==> src/rtl/nr_div_pkg.sv <==
package nr_div_pkg;
  typedef enum logic [1:0] {
    ST_IDLE = 2'd0,
    ST_ITER = 2'd1,
    ST_FIX  = 2'd2,
    ST_DONE = 2'd3
  } div_state_e;
endpackage

==> src/rtl/nr_div_addsub.sv <==
module nr_div_addsub #(
  parameter int unsigned AW    = 10,
  parameter int unsigned SPLIT = 5
) (
  input  logic [AW-1:0] a_i,
  input  logic [AW-1:0] b_i,
  input  logic          sub_i,
  output logic [AW-1:0] sum_o
);
  logic [AW-1:0] b_x;
  assign b_x = b_i ^ {AW{sub_i}};

  generate
    if (SPLIT == 0 || SPLIT >= AW) begin : g_ripple
      assign sum_o = a_i + b_x + {{(AW-1){1'b0}}, sub_i};
    end else begin : g_csel
      localparam int unsigned LO = SPLIT;
      localparam int unsigned HI = AW - SPLIT;
      logic [LO:0]   lo_sum;
      logic [HI-1:0] hi_c0, hi_c1;
      assign lo_sum = {1'b0, a_i[LO-1:0]} + {1'b0, b_x[LO-1:0]} + {{LO{1'b0}}, sub_i};
      // both upper sums precomputed, low carry selects
      assign hi_c0  = a_i[AW-1:LO] + b_x[AW-1:LO];
      assign hi_c1  = a_i[AW-1:LO] + b_x[AW-1:LO] + {{(HI-1){1'b0}}, 1'b1};
      assign sum_o  = {(lo_sum[LO] ? hi_c1 : hi_c0), lo_sum[LO-1:0]};
    end
  endgenerate
endmodule

==> src/rtl/nr_div_ctrl.sv <==
module nr_div_ctrl
  import nr_div_pkg::*;
#(
  parameter int unsigned W  = 8,
  localparam int unsigned CW = $clog2(W + 1)
) (
  input  logic clk_i,
  input  logic rst_ni,
  input  logic start_i,
  input  logic neg_i,
  output logic load_o,
  output logic iter_o,
  output logic fix_o,
  output logic done_o
);
  div_state_e     state_q, state_d;
  logic [CW-1:0]  cnt_q, cnt_d;
  logic           last;

  assign last   = (cnt_q == CW'(W - 1));
  assign load_o = start_i && (state_q == ST_IDLE || state_q == ST_DONE);
  assign iter_o = (state_q == ST_ITER);
  assign fix_o  = (state_q == ST_FIX);
  assign done_o = (state_q == ST_DONE);

  always_comb begin
    state_d = state_q;
    cnt_d   = cnt_q;
    unique case (state_q)
      ST_IDLE, ST_DONE: if (start_i) begin
        state_d = ST_ITER;
        cnt_d   = '0;
      end
      ST_ITER: begin
        cnt_d = cnt_q + CW'(1);
        if (last) state_d = neg_i ? ST_FIX : ST_DONE;
      end
      ST_FIX:  state_d = ST_DONE;
      default: state_d = ST_IDLE;
    endcase
  end

  always_ff @(posedge clk_i or negedge rst_ni) begin
    if (!rst_ni) begin
      state_q <= ST_IDLE;
      cnt_q   <= '0;
    end else begin
      state_q <= state_d;
      cnt_q   <= cnt_d;
    end
  end

  a_r3_cnt_bounded: assert property (@(posedge clk_i) disable iff (!rst_ni)
    iter_o |-> (cnt_q < CW'(W)));
  a_r5_done_after_work: assert property (@(posedge clk_i) disable iff (!rst_ni)
    $rose(done_o) |-> $past(iter_o || fix_o));
  a_r7_done_holds: assert property (@(posedge clk_i) disable iff (!rst_ni)
    (done_o && !start_i) |=> done_o);
  a_r6_busy_no_load: assert property (@(posedge clk_i) disable iff (!rst_ni)
    (iter_o || fix_o) |=> !done_o || $past(last || fix_o));
endmodule

==> src/rtl/nr_div_datapath.sv <==
module nr_div_datapath #(
  parameter int unsigned W     = 8,
  parameter int unsigned SPLIT = 5,
  localparam int unsigned AW   = W + 2
) (
  input  logic         clk_i,
  input  logic         rst_ni,
  input  logic         load_i,
  input  logic         iter_i,
  input  logic         fix_i,
  input  logic         done_i,
  input  logic [W-1:0] dividend_i,
  input  logic [W-1:0] divisor_i,
  output logic         neg_o,
  output logic [W-1:0] quo_o,
  output logic [W-1:0] rem_o
);
  logic [W-1:0]  quo_q, dvd_q, dvs_q, rem_q;
  logic          sgn_q;
  logic [AW-1:0] op_a, op_b, res;
  logic          op_sub;

  // shifted window {sign, rem, next dividend bit}; correction uses unshifted sign-extended remainder
  assign op_a   = fix_i ? {sgn_q, sgn_q, rem_q} : {sgn_q, rem_q, dvd_q[W-1]};
  assign op_b   = {2'b00, dvs_q};
  assign op_sub = iter_i && !sgn_q;

  nr_div_addsub #(.AW(AW), .SPLIT(SPLIT)) i_addsub (
    .a_i   (op_a),
    .b_i   (op_b),
    .sub_i (op_sub),
    .sum_o (res)
  );

  assign neg_o = res[W];

  always_ff @(posedge clk_i or negedge rst_ni) begin
    if (!rst_ni) begin
      quo_q <= '0;
      dvd_q <= '0;
      dvs_q <= '0;
      rem_q <= '0;
      sgn_q <= 1'b0;
    end else if (load_i) begin
      quo_q <= '0;
      dvd_q <= dividend_i;
      dvs_q <= divisor_i;
      rem_q <= '0;
      sgn_q <= 1'b0;
    end else if (iter_i) begin
      rem_q <= res[W-1:0];
      sgn_q <= res[W];
      dvd_q <= {dvd_q[W-2:0], 1'b0};
      quo_q <= {quo_q[W-2:0], ~res[W]};
    end else if (fix_i) begin
      rem_q <= res[W-1:0];
      sgn_q <= res[W];
    end
  end

  assign quo_o = quo_q;
  assign rem_o = rem_q;

  a_r5_fix_only_negative: assert property (@(posedge clk_i) disable iff (!rst_ni)
    fix_i |-> sgn_q);
  a_r4_rem_below_divisor: assert property (@(posedge clk_i) disable iff (!rst_ni)
    done_i |-> (!sgn_q && rem_q < dvs_q));
  a_r6_divisor_stable: assert property (@(posedge clk_i) disable iff (!rst_ni)
    !load_i |=> $stable(dvs_q));
  a_r3_first_step_subtracts: assert property (@(posedge clk_i) disable iff (!rst_ni)
    load_i |=> (iter_i && !sgn_q));
endmodule

==> src/rtl/nr_divider.sv <==
module nr_divider #(
  parameter int unsigned W     = 8,
  parameter int unsigned SPLIT = 5
) (
  input  logic         clk_i,
  input  logic         rst_ni,
  input  logic         start_i,
  input  logic [W-1:0] dividend_i,
  input  logic [W-1:0] divisor_i,
  output logic [W-1:0] quotient_o,
  output logic [W-1:0] remainder_o,
  output logic         done_o
);
  logic load, iter, fix, neg;

  nr_div_ctrl #(.W(W)) i_ctrl (
    .clk_i   (clk_i),
    .rst_ni  (rst_ni),
    .start_i (start_i),
    .neg_i   (neg),
    .load_o  (load),
    .iter_o  (iter),
    .fix_o   (fix),
    .done_o  (done_o)
  );

  nr_div_datapath #(.W(W), .SPLIT(SPLIT)) i_dp (
    .clk_i      (clk_i),
    .rst_ni     (rst_ni),
    .load_i     (load),
    .iter_i     (iter),
    .fix_i      (fix),
    .done_i     (done_o),
    .dividend_i (dividend_i),
    .divisor_i  (divisor_i),
    .neg_o      (neg),
    .quo_o      (quotient_o),
    .rem_o      (remainder_o)
  );

  a_r2_start_clears_done: assert property (@(posedge clk_i) disable iff (!rst_ni)
    (start_i && done_o) |=> !done_o);
  a_r7_outputs_held: assert property (@(posedge clk_i) disable iff (!rst_ni)
    (done_o && !start_i) |=> ($stable(quotient_o) && $stable(remainder_o)));
endmodule

==> config.mk <==
export PLATFORM = sky130hd
export DESIGN_NAME = nr_divider
export DESIGN_NICKNAME = d
export VERILOG_FILES = /design/src/rtl/nr_div_pkg.sv /design/src/rtl/nr_div_addsub.sv /design/src/rtl/nr_div_ctrl.sv /design/src/rtl/nr_div_datapath.sv /design/src/rtl/nr_divider.sv
export SDC_FILE = /design/constraint.sdc
export NUM_CORES = 1
export LEC_CHECK = 0
export ABC_AREA = 1
export BUFFER_PORTS_ARGS = -buffer_cell sky130_fd_sc_hd__buf_2
export CAP_MARGIN = 40
export CORE_AREA = 5 5 111 81
export DETAILED_ROUTE_END_ITERATION = 7
export DIE_AREA = 0 0 116 86
export GPL_ROUTABILITY_DRIVEN = 1
export GPL_TIMING_DRIVEN = 0
export PLACE_DENSITY_LB_ADDON = 0.1
export SYNTH_ARGS = -nofsm -noshare
export SYNTH_HDL_FRONTEND = slang
export SYNTH_SLANG_ARGS = --single-unit
==> constraint.sdc <==
create_clock -name clk_i -period 3.3 [get_ports clk_i]
set_clock_uncertainty 0.15 [all_clocks]
set_input_delay 0.33 -clock clk_i [delete_from_list [all_inputs] [get_ports clk_i]]
set_output_delay 0.33 -clock clk_i [all_outputs]
set_load 0.02 [all_outputs]
==> results.toml, run 1 <==
[cts]
cts.sinks = 39
postCtsSetupBuffers = 0
clock_path_buffers = 2
cts_tree = "built"
cts_made_buffers = 5
cts_resized = 0
clkTransAtPathRegs_ns = 0.06
insertion_delay_ns = 0.28
htreeDepth = 2
cts_root_buf = "clkbuf_16"

[run_status]
status = "finished, final reports clean"

[die]
initial_utilization_pct = 29.24
core_region_area_um2 = 7770
die_x_um = 116
row_count = 27
die_y_um = 86
fp.dieArea_um2 = 9976
io_pins = 36

[timing]
fmax_mhz = 353.0
setup_viol = 0
final-hold-violation-count = 0
worst_pin_slew_ns = 0.5259
post-route-period-util_pct = 85.85
maxSlewHeadroom_pct = 64.94
fin_setup_tns_ns = 0
grt_setup_unrepaired = "no"
final_max_slew_viol_count = 0
min_period_ns = 2.833

[cells_and_area]
regArea_um2 = 975.9
multiInputGateArea_um2 = 1131
n_fill_cell = 840
antennaDiodeCount = 0
syn_to_final_growth_pct = 22.03
nets = 355
drive_gt1_share_pct = 20.81

[run]
maxCapViolations = 0

[yosys]
synth_area_um2 = 2272
synth-simple-area-share_pct = 24.28
synth-xor-area-share_pct = 4.626
yosys.cell_types.count = 29
ys_top_cells_by_area = "dfrtp_1, nand2_1, ha_1, inv_1, o21ai_0"
synth_top_family_by_area = "simple AND/OR/NAND/NOR gates"
ys_ff_latch = 39
netlist_instances = 278
ys_seq_area_share_pct = 42.95
synth_fp_nets = 312
synth_edf_count = 0
ys.warnings.count = 0
synth_most_common_cell = "nand2_1"
ys_async_sr_fraction_pct = 100.0
ys.flop_type = "dfrtp_1"
synth.avg_cell_area_um2 = 8.173
synth_top_area_share_pct = 42.95
synth_compound_area_share_pct = 11.95
yosys.area.top_type = "dfrtp_1"
yosys.area_share.adder_pct = 8.921
synth_mux_area_share_pct = 0
yosys-top-cells-count = "nand2_1, dfrtp_1, inv_1, nor2_1, o21ai_0"

[critical_path]
cp_max_fo = 19
r2r-start = "i_ctrl.state_q[0]"
cp.required_ns = 3.36
timing.rr.end = "i_dp.quo_o[0]"
rrSetupSlack_ns = 0.47
arrival_ns = 2.89
critPathKind = "register to register"
reg2reg_depth = 15
cp-end-kind = "register"
start_kind = "register"

[worst_hold_path]
hold_class = "input port to register"
whs_endpoint = "i_dp.dvs_q[3]"
worstHoldStart = "divisor_i[3]"
hold_path_depth = 3

[drt]
ant_nets = 0
drtIter0Drc = 81
firstDrtPassIters = 4
wire_per_inst_um = 13.18
vias = 1892
wirelength_um = 5577
vias_per_cell = 4.473
drc = 0

[global_route]
grt_pass1_vias = 1857
grt_max_degree = 26
grt_antenna_before_repair = 0
grt_usage_pct = 12.16
grt_pass1_wl_um = 9522
overflow = 0

[placement]
gp_congestion = 0.8209
port_buffers = 35
dp_hpwl_um = 4237
==> cell usage in the layout (no fill, tap or decap), types with 2 or more instances in the layout <==
| cell | Yosys | layout |
|---|---|---|
| nand2_1 | 74 | 74 |
| dfrtp_1 | 39 | 39 |
| buf_2 | 2 | 37 |
| inv_1 | 27 | 27 |
| nor2_1 | 20 | 20 |
| o21ai_0 | 19 | 19 |
| nand3_1 | 14 | 14 |
| ha_1 | 13 | 13 |
| xnor2_1 | 10 | 10 |
| a21oi_1 | 9 | 9 |
| o22ai_1 | 8 | 8 |
| inv_2 | 6 | 6 |
| o21ai_1 | 5 | 5 |
| clkbuf_16 | 0 | 5 |
| nand2_2 | 4 | 4 |
| nand3_2 | 4 | 4 |
| clkbuf_1 | 4 | 3 |
| nor2_4 | 3 | 3 |
| o211ai_1 | 3 | 3 |
| xor2_1 | 2 | 2 |
| clkinv_4 | 1 | 2 |
| o311ai_0 | 2 | 2 |
| fa_1 | 2 | 2 |
==> worst max path at each step <==
stage,from,end,slack (ns),cells after the start
final,i_ctrl.state_q[0],i_dp.quo_o[0],0.47,15
after global routing,i_ctrl.state_q[1],i_dp.quo_o[0],0.23,14
after CTS,i_ctrl.state_q[0],i_dp.quo_o[0],0.16,15
after detailed placement,i_ctrl.state_q[0],i_dp.quo_o[0],0.17,15
after global placement,i_ctrl.state_q[0],i_ctrl.state_q[0],0.20,15
after floorplan,i_ctrl.state_q[0],i_dp.sgn_q,0.63,16
==> critical path, stage by stage, from the launching register on <==
cell and delay [ns]:
dfrtp_1 0.40, inv_1 0.06, ha_1 0.18, buf_4 0.20
nand2_1 0.07, o21ai_0 0.17, ha_1 0.28, fa_1 0.53
nand2_1 0.06, nor2_1 0.14, inv_1 0.05, nand3_1 0.07
nand2_1 0.06, nand2_2 0.07, nand3_2 0.11, a21oi_1 0.16
==> state kept, by name, indices dropped and copies added (netlist names) <==
| register | count |
|---|---|
| i_dp.dvd_q | 8 |
| i_dp.dvs_q | 8 |
| i_dp.quo_o | 8 |
| i_dp.rem_o | 8 |
| i_ctrl.cnt_q | 4 |
| i_ctrl.state_q | 2 |
| i_dp.sgn_q | 1 |
==> cell type report <==
cell class                      count  area share, %
Clock inverter                      3          1.715
Sequential cell                    39          35.20
Multi-Input combinational cell    198          40.79
Tap cell                          101          4.558
Timing Repair Buffer               37          7.401
Inverter                           34          4.783
Buffer                              6          1.038
Clock buffer                        5          4.513
==> repair_timing <==
action                                  CTS  global route
hold endpoints to repair                 14             0
endpoints found under the setup margin    0             3
hold buffers                              1             0
==> per-stage QoR <==
step | hold slack, ns | area [um^2] | cells | setup slack (ns) | utilization (%)
after detailed placement | 0.1211 | 2594 | 415 | 0.1659 | 33.38
after global routing | 0.08224 | 2773 | 423 | 0.2347 | 35.68
after global placement | 0.3208 | 2574 | 414 | 0.2031 | 33.12
final | 0.08474 | 2773 | 423 | 0.4671 | 35.68
after floorplan | -0.1156 | 2272 | 278 | 0.6319 | -
after CTS | 0.08231 | 2776 | 424 | 0.1557 | 35.73
==> cell families (layout without fill, tap and decap cells) <==
logic type      Yosys count  in the layout
buf+inv                  41             85
flops                    39             39
simple gates            123            123
fa+ha+maj                15             15
compound gates           48             48
xor+xnor                 12             12
==> routing by layer <==
metal / vias to the layer above / wire [um] / GRT usage (%)
li1: 991 / - / -
met1: 857 / 3240 / 19.24
met2: 39 / 2009 / 15.67
met3: 5 / 282 / 3.738
met4: 0 / 44 / 2.845
met5: - / 0 / 0
Power of run 1 is not shown: default switching activity piles up to over one toggle a cycle in this logic, so the estimate is an artifact.
==> run 2: changes to the inputs <==
Settings changed: CORE_AREA 5 5 111 81 to 5 5 117 86, DIE_AREA 0 0 116 86 to 0 0 122 91, SYNTH_HIERARCHICAL from default to 1.
==> run 2 against run 1 <==
- first-iteration DRC count is 54% higher
- count of clock-buffer cells in the layout is 3 higher
- wire length is 6.2% higher
- flip-flop and latch count stayed put
- largest cell class unchanged
==> results.toml, run 2 <==
[run_status]
status = "finished, final reports clean"

[die]
fp.dieArea_um2 = 11100
core_region_area_um2 = 8817
io_pins = 36
row_count = 29
die_y_um = 91
die_x_um = 122
initial_utilization_pct = 27.91

[cts]
cts.sinks = 39
insertion_delay_ns = 0.28
clock_path_buffers = 2
cts_made_buffers = 5
cts_tree = "built"
clkTransAtPathRegs_ns = 0.06
cts_root_buf = "clkbuf_16"
htreeDepth = 2

[placement]
gp_congestion = 0.7378
dp_hpwl_um = 4614
pre_cts_slack_ns = 0.01113
port_buffers = 35

[timing]
fmax_mhz = 329.7
min_period_ns = 3.033
final_max_slew_viol_count = 0
fin_ws_ns = 0.2666
final-hold-violation-count = 0
post-route-period-util_pct = 91.92
setup_viol = 0

[cells_and_area]
drive_gt1_share_pct = 20.21
antennaDiodeCount = 0
nets = 409
layout_commonest_cell = "nand2_1"
most-common-layout-cells = "nand2_1, buf_2, dfrtp_1, nand3_1, inv_1"
syn_to_final_growth_pct = 23.33

[critical_path]
crit_buf_inv = 5
start_kind = "register"
reg2reg_depth = 20
crit_chain = "inv_1, ha_4, buf_6, inv_1, nor2_1, buf_6, xor2_1, ha_1, fa_1, xnor2_1, inv_1, nand2_1, nor2_1, nand3_1, nand2_2, nor2_1, nor2_1, nand2_1, nand2_1, nand2_1"
timing.rr.end = "i_ctrl/state_q[0]"
rrSetupSlack_ns = 0.27
cp_max_fo = 9
slowest_stage = "dfrtp_1"
critPathKind = "register to register"
cpPeakStageDelay_ns = 0.41
arrival_ns = 3.06
critPathTopFamily = "adder cells"
r2r-start = "i_ctrl/state_q[1]"
cp-end-kind = "register"
cp.required_ns = 3.32

[yosys]
synth_area_um2 = 2461
ys.warnings.count = 6
synth.avg_cell_area_um2 = 7.549
netlist_instances = 326
synth_fp_nets = 360

[drt]
wirelength_um = 5920
vias = 2069
wire_per_inst_um = 11.84
drc = 0
vias_per_cell = 4.138
drtIter0Drc = 125
firstDrtPassIters = 4
ant_nets = 0

[global_route]
grt_antenna_before_repair = 0
grt_usage_pct = 11.28
overflow = 0
grt_pass1_vias = 1990
grt_max_degree = 30
grt_pass1_wl_um = 10030

[worst_hold_path]
hold_class = "input port to register"
whs_endpoint = "i_dp/dvd_q[0]"
worstHoldStart = "dividend_i[0]"
hold_path_depth = 3

[run]
maxCapViolations = 0
run 2: worst min-delay path, cell delays in order:
cell	delay (ns)
buf_2	0.08
nand2_1	0.04
nand2_1	0.05
run 2: cell type report:
class	instances	area, um^2
timing repair buffer	42	242.7
fill	960	5782
tap	124	155.1
clock buffer	8	156.4
sequential	39	977.2
buffer	12	102.6
inverter	38	147.6
multi-input combinational	237	1254
run 2: what timing repair did:
| item | CTS | global route |
|---|---|---|
| gates resized for setup | 1 | 4 |
| hold endpoints to repair | 10 | 0 |
| setup buffers | 0 | 5 |
| endpoints found under the setup margin | 1 | 5 |
| hold buffers | 1 | 0 |
run 2: how the worst max path moves through the flow:
stage | startpoint | to | slack, ns | cells after the start
global placement | i_ctrl/state_q[1] | i_ctrl/state_q[0] | 0.007 | 20
CTS | i_ctrl/state_q[1] | i_ctrl/state_q[0] | 0.07 | 20
detailed placement | i_ctrl/state_q[1] | i_ctrl/state_q[0] | 0.01 | 20
floorplan | i_ctrl/state_q[1] | i_ctrl/state_q[0] | 0.43 | 20
global route | i_ctrl/state_q[1] | i_ctrl/state_q[0] | -0.007 | 20
finish | i_ctrl/state_q[1] | i_ctrl/state_q[0] | 0.27 | 20
run 2: metal layers:
metal,vias up,wire (um),share of wire [%],global-route usage [%]
met5,-,0,0,0
met4,0,30,0.51,1.959
met3,5,229,3.9,2.981
met2,28,2368,40,15.53
met1,936,3291,56,17.69
li1,1100,-,-,-
run 2: through the flow:
stage / instance area [um^2] / utilization, % / hold WS [ns] / setup TNS, ns / cells
after global placement: 2791 / 31.66 / 0.3120 / 0 / 485
after floorplan: 2461 / - / -0.1156 / 0 / 326
after detailed placement: 2811 / 31.89 / 0.07908 / 0 / 486
after global routing: 3035 / 34.43 / 0.1158 / -0.007331 / 500
after CTS: 2980 / 33.80 / 0.09502 / 0 / 495
final: 3035 / 34.43 / 0.09939 / 0 / 500
Power of run 2 is left out for the same reason.
